===== src/rtl/ttt_pkg.sv =====
package ttt_pkg;

    localparam int NUM_TMR  = 16;
    localparam int PERIOD_W = 16;
    localparam int DIV_W    = 16;
    localparam int TCNT_W   = 16;
    localparam int ID_W     = $clog2(NUM_TMR);
    localparam int BUS_W    = 32;

    // register addresses
    localparam logic [2:0] A_CTRL  = 3'd0;
    localparam logic [2:0] A_CMD   = 3'd1;
    localparam logic [2:0] A_EVT   = 3'd2;
    localparam logic [2:0] A_MASK  = 3'd3;
    localparam logic [2:0] A_TICKS = 3'd4;

    typedef struct packed {
        logic [DIV_W-1:0] div;
        logic             run;
    } ctrl_t;

    typedef struct packed {
        logic [PERIOD_W-1:0] period;
        logic                restart;
        logic                enable;
        logic [ID_W-1:0]     id;
    } tmr_cmd_t;

    typedef struct packed {
        logic                active;
        logic                restart;
        logic [PERIOD_W-1:0] period;
        logic [PERIOD_W-1:0] count;
    } chan_state_t;

    function automatic tmr_cmd_t decode_cmd(input logic [BUS_W-1:0] w);
        tmr_cmd_t c;
        c.period  = w[BUS_W-1 -: PERIOD_W];
        c.restart = w[5];
        c.enable  = w[4];
        c.id      = w[ID_W-1:0];
        return c;
    endfunction

    function automatic ctrl_t decode_ctrl(input logic [BUS_W-1:0] w);
        ctrl_t c;
        c.div = w[BUS_W-1 -: DIV_W];
        c.run = w[0];
        return c;
    endfunction

endpackage


===== src/rtl/ttt_prescaler.sv =====
module ttt_prescaler #(
    parameter int DIV_W = ttt_pkg::DIV_W
) (
    input  logic             clk,
    input  logic             rst,
    input  logic             run,
    input  logic [DIV_W-1:0] div,
    output logic             tick
);
    logic [DIV_W-1:0] pcnt_q;

    // >= keeps the tick alive if the divider is lowered mid-count
    assign tick = run && (pcnt_q >= div);

    always_ff @(posedge clk) begin
        if (rst || !run) begin
            pcnt_q <= '0;
        end else if (tick) begin
            pcnt_q <= '0;
        end else begin
            pcnt_q <= pcnt_q + 1'b1;
        end
    end
endmodule


===== src/rtl/ttt_channel.sv =====
module ttt_channel
    import ttt_pkg::*;
#(
    parameter int PW = ttt_pkg::PERIOD_W
) (
    input  logic          clk,
    input  logic          rst,
    input  logic          tick,
    input  logic          cmd_hit,
    input  logic          cmd_en,
    input  logic          cmd_restart,
    input  logic [PW-1:0] cmd_period,
    output logic          expire
);
    chan_state_t st_q;
    logic [PW-1:0] cnt_nxt;

    assign cnt_nxt = st_q.count + 1'b1;
    // a command in this cycle overrides the tick for this channel
    assign expire  = tick && st_q.active && !cmd_hit && (cnt_nxt == st_q.period);

    always_ff @(posedge clk) begin
        if (rst) begin
            st_q <= '0;
        end else if (cmd_hit) begin
            if (cmd_en) begin
                st_q.active  <= 1'b1;
                st_q.restart <= cmd_restart;
                st_q.period  <= cmd_period;
                st_q.count   <= '0;
            end else begin
                st_q.active <= 1'b0;
            end
        end else if (tick && st_q.active) begin
            if (expire) begin
                st_q.count <= '0;
                if (!st_q.restart) begin
                    st_q.active <= 1'b0;
                end
            end else begin
                st_q.count <= cnt_nxt;
            end
        end
    end
endmodule


===== src/rtl/tick_timer_table.sv =====
module tick_timer_table
    import ttt_pkg::*;
#(
    parameter int N_TMR = ttt_pkg::NUM_TMR,
    parameter int TCW   = ttt_pkg::TCNT_W
) (
    input  logic             clk,
    input  logic             rst,
    input  logic             wr_en,
    input  logic [2:0]       addr,
    input  logic [BUS_W-1:0] wdata,
    output logic [BUS_W-1:0] rdata,
    output logic             irq
);
    ctrl_t            ctrl_q;
    logic             run_q;
    logic             tick;
    logic [N_TMR-1:0] evt_q;
    logic [N_TMR-1:0] mask_q;
    logic [TCW-1:0]   tick_cnt_q;
    logic [N_TMR-1:0] expire;
    logic [N_TMR-1:0] w1c;
    logic             cmd_wr;
    tmr_cmd_t         cmd;

    assign run_q  = ctrl_q.run;
    assign cmd_wr = wr_en && (addr == A_CMD);
    assign cmd    = decode_cmd(wdata);
    assign w1c    = (wr_en && addr == A_EVT) ? wdata[N_TMR-1:0] : '0;

    ttt_prescaler #(.DIV_W(DIV_W)) u_presc (
        .clk  (clk),
        .rst  (rst),
        .run  (ctrl_q.run),
        .div  (ctrl_q.div),
        .tick (tick)
    );

    for (genvar i = 0; i < N_TMR; i++) begin : g_chan
        logic hit;
        assign hit = cmd_wr && (cmd.id == ID_W'(i));
        ttt_channel #(.PW(PERIOD_W)) u_chan (
            .clk         (clk),
            .rst         (rst),
            .tick        (tick),
            .cmd_hit     (hit),
            .cmd_en      (cmd.enable),
            .cmd_restart (cmd.restart),
            .cmd_period  (cmd.period),
            .expire      (expire[i])
        );
    end

    always_ff @(posedge clk) begin
        if (rst) begin
            ctrl_q     <= '0;
            evt_q      <= '0;
            mask_q     <= '0;
            tick_cnt_q <= '0;
        end else begin
            if (wr_en && addr == A_CTRL) ctrl_q <= decode_ctrl(wdata);
            if (wr_en && addr == A_MASK) mask_q <= wdata[N_TMR-1:0];
            // a new expiry outranks a clear of the same bit
            evt_q <= (evt_q & ~w1c) | expire;
            if (wr_en && addr == A_TICKS) begin
                tick_cnt_q <= '0;
            end else if (tick) begin
                tick_cnt_q <= tick_cnt_q + 1'b1;
            end
        end
    end

    always_comb begin
        case (addr)
            A_CTRL:  rdata = {ctrl_q.div, {(BUS_W-DIV_W-1){1'b0}}, ctrl_q.run};
            A_EVT:   rdata = BUS_W'(evt_q);
            A_MASK:  rdata = BUS_W'(mask_q);
            A_TICKS: rdata = BUS_W'(tick_cnt_q);
            default: rdata = '0;
        endcase
    end

    assign irq = |(evt_q & mask_q);
endmodule


===== config.mk =====
export PLATFORM = sky130hd
export DESIGN_NAME = tick_timer_table
export DESIGN_NICKNAME = d
export VERILOG_FILES = /design/src/rtl/ttt_pkg.sv /design/src/rtl/ttt_prescaler.sv /design/src/rtl/ttt_channel.sv /design/src/rtl/tick_timer_table.sv
export SDC_FILE = /design/constraint.sdc
export NUM_CORES = 2
export LEC_CHECK = 0
export ABC_AREA = 1
export CORE_MARGIN = 1
export CORE_UTILIZATION = 40
export CTS_BUF_LIST = sky130_fd_sc_hd__clkbuf_4 sky130_fd_sc_hd__clkbuf_8
export CTS_CLUSTER_SIZE = 30
export DETAILED_ROUTE_END_ITERATION = 10
export DONT_BUFFER_PORTS = 1
export PLACE_DENSITY = 0.59
export SLEW_MARGIN = 20
export SYNTH_ARGS = -nofsm -noshare
export SYNTH_HDL_FRONTEND = slang
export SYNTH_SLANG_ARGS = --single-unit

===== constraint.sdc =====
create_clock -name clk -period 1.95 [get_ports clk]
set_input_delay 0.195 -clock clk [delete_from_list [all_inputs] [get_ports clk]]
set_output_delay 0.195 -clock clk [all_outputs]
set_load 0.005 [all_outputs]

==> metrics.md <==
| Metric | Value |
|---|---|
| Design area | 49800 um^2 |
| Gpl congestion | 0.901 |
| R2r setup slk | -0.46 ns |
| Die width | 302 um |
| Failing checks | hold timing, setup timing |
| Area growth, synth to finish | 37.9% |
| CTS tree | done |
| Total congestion overflow | 0 |
| Fin cells | 7912 |
| Fillers | 8525 |
| Clock transition at the registers of the reported paths | 0.07 ns |
| Critical path origin | rst |
| Setup Skew | 0.0559 ns |
| Hold WS | -0.371 ns |
| Die Span Y | 302 um |
| Crit path top cell by count | dlygate4sd3_1 |
| Static leakage | 20.5 nW |
| Tot GR Track Use | 0.269 |
| Detailed Routing Iterations Pass 1 | 6 |
| RSZ-0062 raised after global routing | yes |
| Final-report hold violation count | 111 |
| WP buf/inv | 4 |
| Async set-reset flop share out of synthesis | 0 |
| Synth Warn # | 0 |
| Slowest stage cell, crit path | dlygate4sd3_1 |
| Fmax achieved | 361 MHz |
| DR vias/cell | 5.07 |
| Yosys reg bits | 625 |
| Part of the cycle the worst path needs | 1.42 |
| Full die area | 91500 um^2 |
| Detailed Route WL | 128 mm |
| PwrDens | 546 nW/um^2 |
| Pins Over Slew Limit | 0 |
| Crit. End Element | register |
| IO buf count | 0 |
| Wire per inst | 16.2 um |
| Crit-path leading delay family | buffers and inverters |
| Syn Inst Count | 5708 |
| CP arrival | 3.46 ns |
| Clock sink count | 625 |
| Status | complete, but fails checks |
| Slowest cell delay on critical path | 1.18 ns |
| Root Buffer | clkbuf_8 |
| Placed cell area | 43300 um^2 |
| CP Class | input port to register |
| Post-layout nets | 6717 |
| Worst-path maximum fanout | 326 |
| First-pass GRT wire length | 197 mm |
| EDFF count, synth | 0 |
| Register area | 12600 um^2 |
| Worst Reg-to-Reg Cells | 17 |
| Relative slew slack | 0.0179 |
| Peak supply drop | 0.534 mV |
| Placed cells | 7483 |
| Crit path time final | 2.77 ns |
| Register area share after synthesis | 0.347 |
| Htree depth | 3 |
| Vias in the first global route | 37.0k |
| # IOs | 71 |
| R2r endpoint | g_chan[2].u_chan.st_q[4] |
| Startpoint types | input port |
| Syn nets | 5780 |
| Core area | 88900 um^2 |
| First DRT Iteration DRCs | 2737 |
| Synth unique cells | 57 |
| Synthesized cell area | 36100 um^2 |
| Row cnt | 109 |
| Setup-failing EPs final | 559 |
| CTS buffer count | 112 |
| Worst-margin pin slew | 1.47 ns |
| Initial Util | 0.406 |
| Min-Delay Path Class | input port to register |
| Crit-path cells | inv_8, dlygate4sd3_1, buf_12, o21ai_0, dlygate4sd3_1, a21oi_1 |
| PnR worst setup slack | -0.823 ns |
| Setup crit end | g_chan[1].u_chan.st_q[25] |
| Number of remaining DRC errors | 0 |
| Data required, critical path | 2.64 ns |
| Power Total | 0.0272 W |
| Clock Path Buffers | 3 |
| Initial antenna violation count | 12 |
| Multi-input gate area | 21700 um^2 |
| Share of cells above drive strength 1 | 0.238 |
| Stages on the worst setup path | 6 |
| Clock Latency Late Sink | 0.77 ns |
| Max Cap Viol | 0 |
| CTS Hold Buffers Added | 162 |
| Synth Area per Inst | 6.33 um^2 |
| Top_reg_cell synth | dfxtp_1 |
| Worst r2r src | ctrl_q[12] |
| Largest net degree at the start of global routing | 327 |
| DR vias | 40.1k |
| Final HPWL DP | 79.1 mm |
| ANT nets after route | 0 |
==> cell families (layout without fill, tap and decap cells) <==
family | Yosys count | after routing | share of synthesized area
AND/OR/NAND/NOR | 3028 | 3037 | 0.366
other | 0 | 11 | 0
buffers and inverters | 920 | 1939 | 0.101
AO/OA/AOI/OAI | 994 | 994 | 0.145
flip-flops | 625 | 625 | 0.347
adder cells (fa/ha/maj) | 34 | 34 | 0.0118
XOR/XNOR | 107 | 107 | 0.0300
==> worst min-delay path by stage <==
stage	startpoint	to	slack [ns]	depth (start not counted)
2_1_floorplan	wdata[10]	mask_q[10]	0.33	2
3_3_place_gp	rst	g_chan[7].u_chan.st_q[2]	0.30	1
3_5_place_dp	rst	g_chan[7].u_chan.st_q[2]	0.30	1
4_1_cts	rst	g_chan[8].u_chan.st_q[7]	-0.51	1
5_1_grt	rst	g_chan[7].u_chan.st_q[1]	-0.41	1
6_report	rst	g_chan[7].u_chan.st_q[4]	-0.37	1
==> repair_timing <==
action | CTS | global route
endpoints found under the hold margin | 605 | 273
setup endpoints to repair | 324 | 376
gates resized for setup | 70 | 400
buffers inserted | 4 | 25
pin swaps | 12 | 96
cloned | 2 | 20
==> report_power, final <==
group	total (W)	leakage [nW]	switching, W	internal (W)
Clock	0.0132	1.29	0.00596	0.00727
Combinational	0.00115	14.2	0.000771	0.000380
Sequential	0.0128	5.06	0.0000237	0.0128
==> cells in the mapped netlist, types with 10 or more instances <==
master / number / area share
a211oi_1: 19 / 0.0040
a21oi_1: 581 / 0.081
a21oi_2: 10 / 0.0024
buf_2: 39 / 0.0054
buf_6: 13 / 0.0041
clkbuf_1: 150 / 0.016
dfxtp_1: 625 / 0.35
ha_1: 34 / 0.012
inv_1: 667 / 0.069
inv_2: 26 / 0.0027
nand2_1: 1509 / 0.16
nand2_2: 26 / 0.0045
nand3_1: 619 / 0.086
nand3_2: 10 / 0.0028
nand3b_1: 25 / 0.0052
nand4_1: 131 / 0.023
nor2_1: 560 / 0.058
nor2_2: 42 / 0.0073
nor2_4: 15 / 0.0047
nor3_1: 44 / 0.0061
o211ai_1: 12 / 0.0025
o21ai_0: 312 / 0.043
o21ai_1: 14 / 0.0019
o21bai_1: 22 / 0.0046
xnor2_1: 32 / 0.0078
xor2_1: 64 / 0.016
==> area by class of cell <==
type	count	area share
multi-input combinational	4172	0.436
inverter	700	0.0547
tap	1165	0.0293
timing repair inverter	6	0.000880
clock inverter	26	0.00359
clock buffer	179	0.0442
sequential	625	0.253
timing repair buffer	1028	0.179
antenna	11	0.000553
==> per-layer routing <==
metal	GRT usage	vias to the layer above	part of all wire
li1	-	20500	-
met4	0.0919	0	0.029
met1	0.358	18300	0.44
met2	0.438	1071	0.45
met3	0.0462	212	0.073
met5	0	-	0
==> worst register-to-register path, cell delays in order, from the launching register on <==
cell and delay [ns]:
dfxtp_2 0.32, inv_2 0.04, ha_4 0.26, nand2_1 0.05, o21bai_1 0.16, a21oi_1 0.21
nor2_2 0.08, nand2_4 0.12, nand2_8 0.10, buf_12 0.17, nor2_4 0.13, inv_2 0.04
nand2_2 0.08, inv_4 0.08, buf_12 0.13, buf_16 0.15, nand2_1 0.08, a21oi_2 0.06
==> cells in the final DEF, fill, tap and decap left out, types with 14 or more instances in the layout <==
master	count
clkbuf_4	42
nor2_1	477
nand3_1	553
nand3b_1	25
o21ai_0	296
o21ai_1	24
xnor2_1	30
a21oi_1	561
nor2_2	73
xor2_1	60
clkinv_2	22
buf_6	17
dlygate4sd3_1	143
a21oi_2	30
nand2_4	32
o21bai_1	21
nand3_2	69
nor3_1	42
a211oi_1	19
nand2_1	1446
inv_2	32
dfxtp_1	582
nor2_4	68
ha_4	17
buf_4	811
nand4_1	131
nand2_2	67
buf_12	49
clkbuf_8	137
dfxtp_2	37
inv_1	648
ha_1	14
==> registers in the layout, summed over array words and instances, names as in the netlist <==
signal	cells
mask_q	16
u_presc.pcnt_q	16
tick_cnt_q	16
run_q	1
g_chan.u_chan.st_q	544
ctrl_q	16
evt_q	16
==> metrics by stage <==
stage               setup slack, ns  TNS [ns]   util
global placement             -0.521   -115.61  0.487
global route                 -0.561   -150.46  0.560
CTS                          -0.393    -98.73  0.538
finish                       -0.823   -169.70  0.560
detailed placement           -0.546   -123.61  0.487
floorplan                    -0.101     -5.45      -
(Power assumes the default switching activity.)
